==> src/rtl/tmr_pkg.sv <==
package tmr_pkg;

    typedef enum logic [1:0] {
        TM_CASC13  = 2'd0,
        TM_FULL16  = 2'd1,
        TM_RELOAD8 = 2'd2,
        TM_SPLIT8  = 2'd3
    } tmr_mode_e;

    localparam logic [7:0] ADDR_CTRL = 8'h88;
    localparam logic [7:0] ADDR_MODE = 8'h89;
    localparam logic [7:0] ADDR_T0LO = 8'h8A;
    localparam logic [7:0] ADDR_T1LO = 8'h8B;
    localparam logic [7:0] ADDR_T0HI = 8'h8C;
    localparam logic [7:0] ADDR_T1HI = 8'h8D;

    localparam int CTRL_RUN0  = 4;
    localparam int CTRL_FLAG0 = 5;
    localparam int CTRL_RUN1  = 6;
    localparam int CTRL_FLAG1 = 7;

endpackage

==> src/rtl/tmr_prescaler.sv <==
module tmr_prescaler #(
    parameter int DIV = 12
) (
    input  logic clk,
    input  logic rst_n,
    output logic tick
);
    localparam int CW = (DIV > 2) ? $clog2(DIV) : 1;
    localparam logic [CW-1:0] LAST_PHASE = CW'(DIV - 1);
    localparam logic [CW-1:0] ONE_PHASE  = CW'(1);

    logic [CW-1:0] phase_q;

    // phase register: 0 .. DIV-1, wrap is the tick transition
    always_ff @(posedge clk) begin
        if (!rst_n)
            phase_q <= '0;
        else if (phase_q == LAST_PHASE)
            phase_q <= '0;
        else
            phase_q <= phase_q + ONE_PHASE;
    end

    // output decode
    always_comb begin
        tick = (phase_q == LAST_PHASE);
    end
endmodule

==> src/rtl/tmr_step.sv <==
module tmr_step
    import tmr_pkg::*;
#(
    parameter int DW       = 8,
    parameter int NARROW_W = 5,
    parameter bit SPLIT_OK = 1'b1
) (
    input  tmr_mode_e         mode,
    input  logic              step_lo,
    input  logic              step_hi,
    input  logic [DW-1:0]     lo,
    input  logic [DW-1:0]     hi,
    output logic [DW-1:0]     lo_nxt,
    output logic [DW-1:0]     hi_nxt,
    output logic              ovf_lo,
    output logic              ovf_hi
);
    localparam logic [DW-1:0]       ALL1   = '1;
    localparam logic [DW-1:0]       ONE_B  = DW'(1);
    localparam logic [2*DW-1:0]     ONE_W  = (2*DW)'(1);
    localparam logic [NARROW_W-1:0] N_ALL1 = '1;
    localparam logic [NARROW_W-1:0] N_ONE  = NARROW_W'(1);

    always_comb begin
        lo_nxt = lo;
        hi_nxt = hi;
        ovf_lo = 1'b0;
        ovf_hi = 1'b0;
        unique case (mode)
            TM_CASC13: begin
                if (step_lo) begin
                    if (lo[NARROW_W-1:0] == N_ALL1) begin
                        lo_nxt[NARROW_W-1:0] = '0;
                        hi_nxt = hi + ONE_B;
                        ovf_lo = (hi == ALL1);
                    end else begin
                        lo_nxt[NARROW_W-1:0] = lo[NARROW_W-1:0] + N_ONE;
                    end
                end
            end
            TM_FULL16: begin
                if (step_lo) begin
                    {hi_nxt, lo_nxt} = {hi, lo} + ONE_W;
                    ovf_lo = (hi == ALL1) && (lo == ALL1);
                end
            end
            TM_RELOAD8: begin
                if (step_lo) begin
                    if (lo == ALL1) begin
                        lo_nxt = hi;
                        ovf_lo = 1'b1;
                    end else begin
                        lo_nxt = lo + ONE_B;
                    end
                end
            end
            TM_SPLIT8: begin
                if (SPLIT_OK) begin
                    if (step_lo) begin
                        lo_nxt = lo + ONE_B;
                        ovf_lo = (lo == ALL1);
                    end
                    if (step_hi) begin
                        hi_nxt = hi + ONE_B;
                        ovf_hi = (hi == ALL1);
                    end
                end
            end
        endcase
    end
endmodule

==> src/rtl/dual_tmr_unit.sv <==
module dual_tmr_unit
    import tmr_pkg::*;
#(
    parameter int DW       = 8,
    parameter int DIV      = 12,
    parameter int NARROW_W = 5
) (
    input  logic          clk,
    input  logic          rst_n,
    input  logic [7:0]    sfr_addr,
    input  logic          sfr_wr,
    input  logic [DW-1:0] sfr_wdata,
    output logic [DW-1:0] sfr_rdata,
    output logic          tf0_flag,
    output logic          tf1_flag
);
    logic [DW-1:0] ctrl_q, mode_q;
    logic [DW-1:0] t0lo_q, t0hi_q, t1lo_q, t1hi_q;
    logic [DW-1:0] ctrl_d;
    logic [DW-1:0] t0lo_n, t0hi_n, t1lo_n, t1hi_n;
    logic          tick;
    logic          t0_ovf_lo, t0_ovf_hi, t1_ovf_lo, t1_ovf_hi;
    logic          flag0_set, flag1_set;
    logic          split0;
    tmr_mode_e     mode0, mode1;

    tmr_prescaler #(.DIV(DIV)) presc_i (
        .clk   (clk),
        .rst_n (rst_n),
        .tick  (tick)
    );

    assign mode0  = tmr_mode_e'(mode_q[1:0]);
    assign mode1  = tmr_mode_e'(mode_q[5:4]);
    assign split0 = (mode0 == TM_SPLIT8);

    tmr_step #(.DW(DW), .NARROW_W(NARROW_W), .SPLIT_OK(1'b1)) step0_i (
        .mode    (mode0),
        .step_lo (tick & ctrl_q[CTRL_RUN0]),
        .step_hi (tick & ctrl_q[CTRL_RUN1]),
        .lo      (t0lo_q),
        .hi      (t0hi_q),
        .lo_nxt  (t0lo_n),
        .hi_nxt  (t0hi_n),
        .ovf_lo  (t0_ovf_lo),
        .ovf_hi  (t0_ovf_hi)
    );

    tmr_step #(.DW(DW), .NARROW_W(NARROW_W), .SPLIT_OK(1'b0)) step1_i (
        .mode    (mode1),
        .step_lo (tick & (split0 | ctrl_q[CTRL_RUN1])),
        .step_hi (1'b0),
        .lo      (t1lo_q),
        .hi      (t1hi_q),
        .lo_nxt  (t1lo_n),
        .hi_nxt  (t1hi_n),
        .ovf_lo  (t1_ovf_lo),
        .ovf_hi  (t1_ovf_hi)
    );

    // flag sources: in split, timer 0's high byte owns flag 1
    assign flag0_set = t0_ovf_lo;
    assign flag1_set = split0 ? t0_ovf_hi : (t1_ovf_lo | t1_ovf_hi);

    always_comb begin
        ctrl_d = (sfr_wr && sfr_addr == ADDR_CTRL) ? sfr_wdata : ctrl_q;
        ctrl_d[CTRL_FLAG0] = ctrl_d[CTRL_FLAG0] | flag0_set;
        ctrl_d[CTRL_FLAG1] = ctrl_d[CTRL_FLAG1] | flag1_set;
    end

    always_ff @(posedge clk) begin
        if (!rst_n) begin
            ctrl_q <= '0;
            mode_q <= '0;
            t0lo_q <= '0;
            t0hi_q <= '0;
            t1lo_q <= '0;
            t1hi_q <= '0;
        end else begin
            ctrl_q <= ctrl_d;
            mode_q <= (sfr_wr && sfr_addr == ADDR_MODE) ? sfr_wdata : mode_q;
            t0lo_q <= (sfr_wr && sfr_addr == ADDR_T0LO) ? sfr_wdata : t0lo_n;
            t0hi_q <= (sfr_wr && sfr_addr == ADDR_T0HI) ? sfr_wdata : t0hi_n;
            t1lo_q <= (sfr_wr && sfr_addr == ADDR_T1LO) ? sfr_wdata : t1lo_n;
            t1hi_q <= (sfr_wr && sfr_addr == ADDR_T1HI) ? sfr_wdata : t1hi_n;
        end
    end

    always_comb begin
        case (sfr_addr)
            ADDR_CTRL: sfr_rdata = ctrl_q;
            ADDR_MODE: sfr_rdata = mode_q;
            ADDR_T0LO: sfr_rdata = t0lo_q;
            ADDR_T1LO: sfr_rdata = t1lo_q;
            ADDR_T0HI: sfr_rdata = t0hi_q;
            ADDR_T1HI: sfr_rdata = t1hi_q;
            default:   sfr_rdata = '0;
        endcase
    end

    assign tf0_flag = ctrl_q[CTRL_FLAG0];
    assign tf1_flag = ctrl_q[CTRL_FLAG1];
endmodule

==> config.mk <==
export PLATFORM = sky130hd
export DESIGN_NAME = dual_tmr_unit
export DESIGN_NICKNAME = d
export VERILOG_FILES = /design/src/rtl/tmr_pkg.sv /design/src/rtl/tmr_prescaler.sv /design/src/rtl/tmr_step.sv /design/src/rtl/dual_tmr_unit.sv
export SDC_FILE = /design/constraint.sdc
export NUM_CORES = 1
export LEC_CHECK = 0
export BUFFER_PORTS_ARGS = -buffer_cell sky130_fd_sc_hd__buf_2
export CAP_MARGIN = 25
export CELL_PAD_IN_SITES_DETAIL_PLACEMENT = 1
export CELL_PAD_IN_SITES_GLOBAL_PLACEMENT = 1
export CORE_MARGIN = 3
export CORE_UTILIZATION = 44
export CTS_CLUSTER_DIAMETER = 150
export DETAILED_ROUTE_END_ITERATION = 10
export PLACE_DENSITY_LB_ADDON = 0.1
export SYNTH_ARGS = -nofsm -noshare
export SYNTH_HDL_FRONTEND = slang
export SYNTH_HIERARCHICAL = 1
export SYNTH_SLANG_ARGS = --single-unit
==> constraint.sdc <==
create_clock -name clk -period 2.5 [get_ports clk]
set_input_delay 0.125 -clock clk [delete_from_list [all_inputs] [get_ports clk]]
set_output_delay 0.125 -clock clk [all_outputs]
set_load 0.005 [all_outputs]
==> results of run 1 <==
==> repair_timing <==
item / in CTS / in global routing
hold buffers: 0 / 0
setup buffers: 0 / 2
gates resized for setup: 0 / 6
setup endpoints to repair: 0 / 13
==> per-layer routing <==
| metal | share of wire, % | routed length [um] |
|---|---|---|
| met5 | 0 | 0 |
| met4 | 2.0 | 327 |
| met3 | 5.8 | 943 |
| met2 | 48 | 7760 |
| met1 | 45 | 7300 |
==> worst reg2reg max path, stage by stage, from the launching register on <==
cell and delay [ns]:
dfxtp_1 0.38, ha_1 0.20, and3b_2 0.25, and2_2 0.24
and3_4 0.23, nand4_1 0.17, or3b_2 0.51, o211ai_1 0.10
nand2_1 0.07, mux2i_1 0.13
==> final timing paths <==
kind | start | to | slack [ns] | cells after the start
setup / recovery | presc_i/phase_q[0]$_SDFF_PP0_ | t0hi_q[1]$_SDFF_PN0_ | 0.16 | 9
hold reg to reg | ctrl_q[1]$_SDFFE_PN0P_ | ctrl_q[1]$_SDFFE_PN0P_ | 0.49 | 2
hold / removal | sfr_wdata[7] | t1lo_q[7]$_SDFF_PN0_ | 0.12 | 3
setup reg to reg | presc_i/phase_q[0]$_SDFF_PP0_ | t0hi_q[1]$_SDFF_PN0_ | 0.16 | 9
==> power groups by stage <==
stage / clock, W / sequential [W] / combinational (W)
5_1_grt: 0.000587 / 0.000856 / 0.000190
3_5_place_dp: 0 / 0.000874 / 0.000176
6_report: 0.000551 / 0.000855 / 0.000179
3_3_place_gp: 0 / 0.000873 / 0.000173
4_1_cts: 0.000549 / 0.000855 / 0.000176
2_1_floorplan: 0 / 0.000862 / 0.000126
==> flip-flops by register name, summed over array words and instances, names as in the netlist <==
register and cells:
t1lo_q 8, presc_i/phase_q 4, ctrl_q 8, t0lo_q 8, mode_q 8, t1hi_q 8, t0hi_q 8
==> cells in the final DEF, fill, tap and decap left out, types with 4 or more instances in the layout <==
master,instances
ha_1,11
buf_4,21
dfxtp_1,52
o31ai_2,9
nand2b_1,4
nor2b_1,7
o221ai_1,7
nand4_1,45
a31oi_1,8
clkbuf_8,6
nor2_1,20
xor2_1,5
o21ai_2,8
nor3_1,11
o21ai_0,11
and3_1,4
a21oi_1,51
o21a_1,4
inv_1,11
nand3_1,25
nand2_1,51
mux2i_1,35
mux4_2,8
o31ai_1,26
buf_2,28
==> area by class of cell <==
cell class / instances / area share (%)
Timing Repair Buffer: 49 / 6.21
Clock buffer: 6 / 1.72
Clock inverter: 2 / 0.287
Multi-Input combinational cell: 436 / 65.8
Sequential cell: 52 / 21.7
Inverter: 11 / 0.861
Tap cell: 133 / 3.47
==> metrics by stage <==
step	setup WS (ns)	area, um^2	total power [W]	hold slack (ns)	util, %
global placement	0.175	4670	0.00105	0.452	47.3
CTS	0.0372	4760	0.00158	0.124	48.3
finish	0.161	4800	0.00158	0.120	48.6
floorplan	0.337	4510	0.000988	0.239	-
detailed placement	0.0505	4670	0.00105	0.460	47.3
global route	0.0131	4800	0.00163	0.136	48.6
==> metrics.md, run 1 <==
| Metric | Value |
|---|---|
| Status | finished clean |
| Synth Net Count | 583 |
| Kind of start point of the critical path | register |
| Drc violations | 0 |
| Slew headroom | 39.8% |
| Yosys warnings | 6 |
| CTS tree | done |
| Fraction of layout cells with a size suffix above 1 | 19.8% |
| DR pass1 iterations | 6 |
| Logic pwr share | 11.3% |
| Site row count | 36 |
| Largest net degree at the start of global routing | 43 |
| Fin nets | 585 |
| MaxCap Viol Count | 0 |
| Worst setup path category | register to register |
| Power Density | 330 nW/um^2 |
| HPWL Detailed | 12.0 mm |
| Clock Sinks | 52 |
| Setup tns final | 0 ns |
| Worst Path Arrival | 2.59 ns |
| Hold WC Path Type | input port to register |
| First-pass GRT wire length | 25.9 mm |
| Min Tclk post-route | 2.34 ns |
| Sequential group share of total power | 54.0% |
| Clock Power Share | 34.7% |
| RD Place Congestion | 0.923 |
| Via/cell ratio | 6.71 |
| DIE WIDTH | 107 um |
| Critical path required time | 2.76 ns |
| Clock root buffer master | clkbuf_8 |
| Leak pwr | 1.74 nW |
| Met1 usage | 40.3% |
| Crit. End Element | register |
| CTS clock-pin slew for the worst setup and hold paths | 0.11 ns |
| Cell count after placement | 679 |
| Max stage delay cell, worst path | or3b_2 |
| Port bufs | 28 |
| Via count | 4622 |
| Count of pins over their slew limit | 0 |
| Worst-case clock buffer depth | 2 |
| Total Routing Usage GR | 28.7% |
| ANT cells | 0 |
| Avg WL per Cell | 23.7 um |
| Final Setup Violations | 0 |
| Vias in the first global route | 4511 |
| Die height | 107 um |
| DRT iter0 DRCs | 430 |
| Non-Filler Instances | 689 |
| Buf/Inv on CP | 0 |
| Internal cell power | 0.00112 W |
| Fin crit share | 93.6% |
| FF+latch area | 1040 um^2 |
| Switching share of power | 29.4% |
| Fmax | 0.428 GHz |
| Met3 GRT Util | 3.60% |
| GR peak layer | met2 |
| Starting density of the core | 45.8% |
| Avg Cell Area, Syn | 8.16 um^2 |
| IO Pins | 29 |
| Slowest stage delay, CP | 0.51 ns |
| Worst-path maximum fanout | 7 |
| Crit-path leading delay family | simple AND/OR/NAND/NOR gates |
| CP cell instances | ha_1 -> and3b_2 -> and2_2 -> and3_4 -> nand4_1 -> or3b_2 -> o211ai_1 -> nand2_1 -> mux2i_1 |
| Synth Instances | 553 |
| TritonCTS Buffers | 5 |
| Met2 Track Usage GR | 47.0% |
| Cell Area, Synth | 4510 um^2 |
| Core Box Area | 9860 um^2 |
| Clock Skew | 0.0132 ns |
| Fill count | 1203 |
| Detailed Route WL | 16.3 mm |
| Die area | 11500 um^2 |
| Area of the multi-input gates | 3150 um^2 |
| Antenna-violating nets left | 0 |
| Clk_lat worst skew | 0.32 ns |
| Initial antenna violation count | 0 |
| Final hold violations | 0 |
| Grt total ovfl | 0 |
| Net Switching | 0.000466 W |
| Area grow syn2layout | 6.26% |
| Depth of the CTS H-tree | 2 |
| Least-Margin Pin Slew | 0.902 ns |
| Max VDD drop | 0.000202 V |
| RSZ-0062 raised after global routing | false |
No activity file was read; power rests on OpenSTA's default activity.
==> run 2: changes to the inputs <==
- CORE_UTILIZATION: 44 -> 35
- CTS_CLUSTER_DIAMETER: 150 -> not set
==> run 2 against run 1 <==
  * Register-to-register slack got worse by 0.04 ns
  * Setup slack got worse by 0.037 ns
  * Sequential power decreased by 0.8%
  * Cell area increased by 5.0%
  * Largest power group unchanged
==> metrics.md, run 2 (synthesis results as in run 1) <==
| Metric | Value |
|---|---|
| RD Place Congestion | 0.957 |
| Fill count | 1514 |
| Least-Margin Pin Slew | 0.909 ns |
| Final Setup Violations | 0 |
| Crit path from | presc_i/phase_q[0]$_SDFF_PP0_ |
| Site row count | 40 |
| Via count | 4635 |
| TritonCTS Buffers | 5 |
| Slowest stage delay, CP | 0.50 ns |
| Critical R2R Launch | presc_i/phase_q[0]$_SDFF_PP0_ |
| Cell count after placement | 732 |
| Largest net degree at the start of global routing | 33 |
| Clock root buffer master | clkbuf_16 |
| Antenna-violating nets left | 0 |
| Non-Filler Instances | 741 |
| Area grow syn2layout | 11.5% |
| Hold Crit Start | sfr_wdata[2] |
| Fmax | 0.421 GHz |
| Hold buffers post-CTS | 0 |
| Hold WC Path Type | input port to register |
| Worst setup path category | register to register |
| Worst Path Arrival | 2.61 ns |
| Core Box Area | 12300 um^2 |
| Crit. End Element | register |
| Via/cell ratio | 6.26 |
| Detailed Route WL | 17.9 mm |
| Status | finished clean |
| Fraction of layout cells with a size suffix above 1 | 22.5% |
| Drc violations | 0 |
| Final Util | 40.9% |
| Starting density of the core | 36.7% |
| Power Density | 353 nW/um^2 |
| HPWL Detailed | 13.2 mm |
| Fin nets | 602 |
| Grt total ovfl | 0 |
| Depth of the CTS H-tree | 2 |
| Clock Skew | 0.0118 ns |
| Worst-path maximum fanout | 6 |
| Count of pins over their slew limit | 0 |
| Fin crit share | 95.0% |
| Worst-case clock buffer depth | 2 |
| DR pass1 iterations | 5 |
| Min Tclk post-route | 2.38 ns |
| Clk_lat worst skew | 0.31 ns |
| Vias in the first global route | 4585 |
| Kind of start point of the critical path | register |
| Crit-path leading delay family | simple AND/OR/NAND/NOR gates |
| DRT iter0 DRCs | 456 |
| Total Routing Usage GR | 25.1% |
| Max stage delay cell, worst path | or3b_2 |
| Max VDD drop | 0.000246 V |
| Avg WL per Cell | 24.2 um |
| Clock Sinks | 52 |
| First-pass GRT wire length | 27.8 mm |
| IO Pins | 29 |
| Leak pwr | 1.85 nW |
| Die height | 120 um |
| Most frequent cells in the layout | a21oi_1 (51), nand2_1 (51), dfxtp_1 (51) |
| CP cell instances | ha_1 -> and3b_2 -> and2_2 -> and3_2 -> nand4_1 -> or3b_2 -> o211ai_1 -> nand2_1 -> mux2i_1 |
| CTS clock-pin slew for the worst setup and hold paths | 0.08 ns |
| Slew headroom | 39.4% |
| Die area | 14300 um^2 |
| Initial antenna violation count | 0 |
| Area of the multi-input gates | 3160 um^2 |
| Buf/Inv on CP | 0 |
| Critical path required time | 2.73 ns |
| Setup tns final | 0 ns |
| RSZ-0062 raised after global routing | false |
| ANT cells | 0 |
| Port bufs | 28 |
| DIE WIDTH | 120 um |
| FF+latch area | 1040 um^2 |
| MaxCap Viol Count | 0 |
| CTS tree | done |
| Final hold violations | 0 |
==> run 2: cell types whose count changed in the layout (fill, tap and decap cells not counted), sizes merged <==
cell,previous run,this run
buf,49,66
clkbuf,6,5
inv,12,11
clkinvlp,0,2
==> run 2: final cells by class <==
cell class | count | area share, %
sequential | 52 | 20.7
multi-input combinational | 436 | 62.7
inverter | 11 | 0.820
tap | 168 | 4.17
clock buffer | 5 | 2.49
clock inverter | 3 | 0.472
timing repair buffer | 66 | 8.60
==> run 2: report_power, final <==
group / switching [W] / internal [W] / total [W]
Clock: 0.000353 / 0.000374 / 0.000727
Sequential: 0.0000114 / 0.000837 / 0.000848
Combinational: 0.000140 / 0.0000613 / 0.000201
==> run 2: per-stage QoR <==
step                setup WS [ns]  power [W]  hold WS (ns)  cell area (um^2)
finish                      0.124    0.00178         0.153              5030
CTS                        0.0518    0.00180         0.134              5000
floorplan                   0.337   0.000988         0.239              4510
global route               0.0135    0.00184         0.142              5030
global placement           0.0917    0.00106         0.447              4840
detailed placement         0.0866    0.00106         0.464              4850
==> run 2: tightest hold or removal path: stages <==
cell	delay, ns
buf_2	0.16
nand4_1	0.08
a21oi_1	0.05
==> run 2: final timing paths <==
check,to,slack [ns],cells after the start
max reg2reg,t0hi_q[1]$_SDFF_PN0_,0.12,9
min,t1lo_q[2]$_SDFF_PN0_,0.15,3
max,t0hi_q[1]$_SDFF_PN0_,0.12,9
min reg2reg,mode_q[7]$_SDFFE_PN0P_,0.48,2
==> run 2: metal layers <==
metal  GRT usage (%)  vias to the layer above  wire length, um
met1            36.5                     2351             8700
met3            3.30                       20              713
met4            6.59                        0              252
li1                -                     2146                -
met5               0                        -                0
met2            39.0                      118             8270
==> run 2: what timing repair did <==
item,CTS,global route
resized for setup,0,8
buffers inserted,0,1
endpoints found under the setup margin,0,18
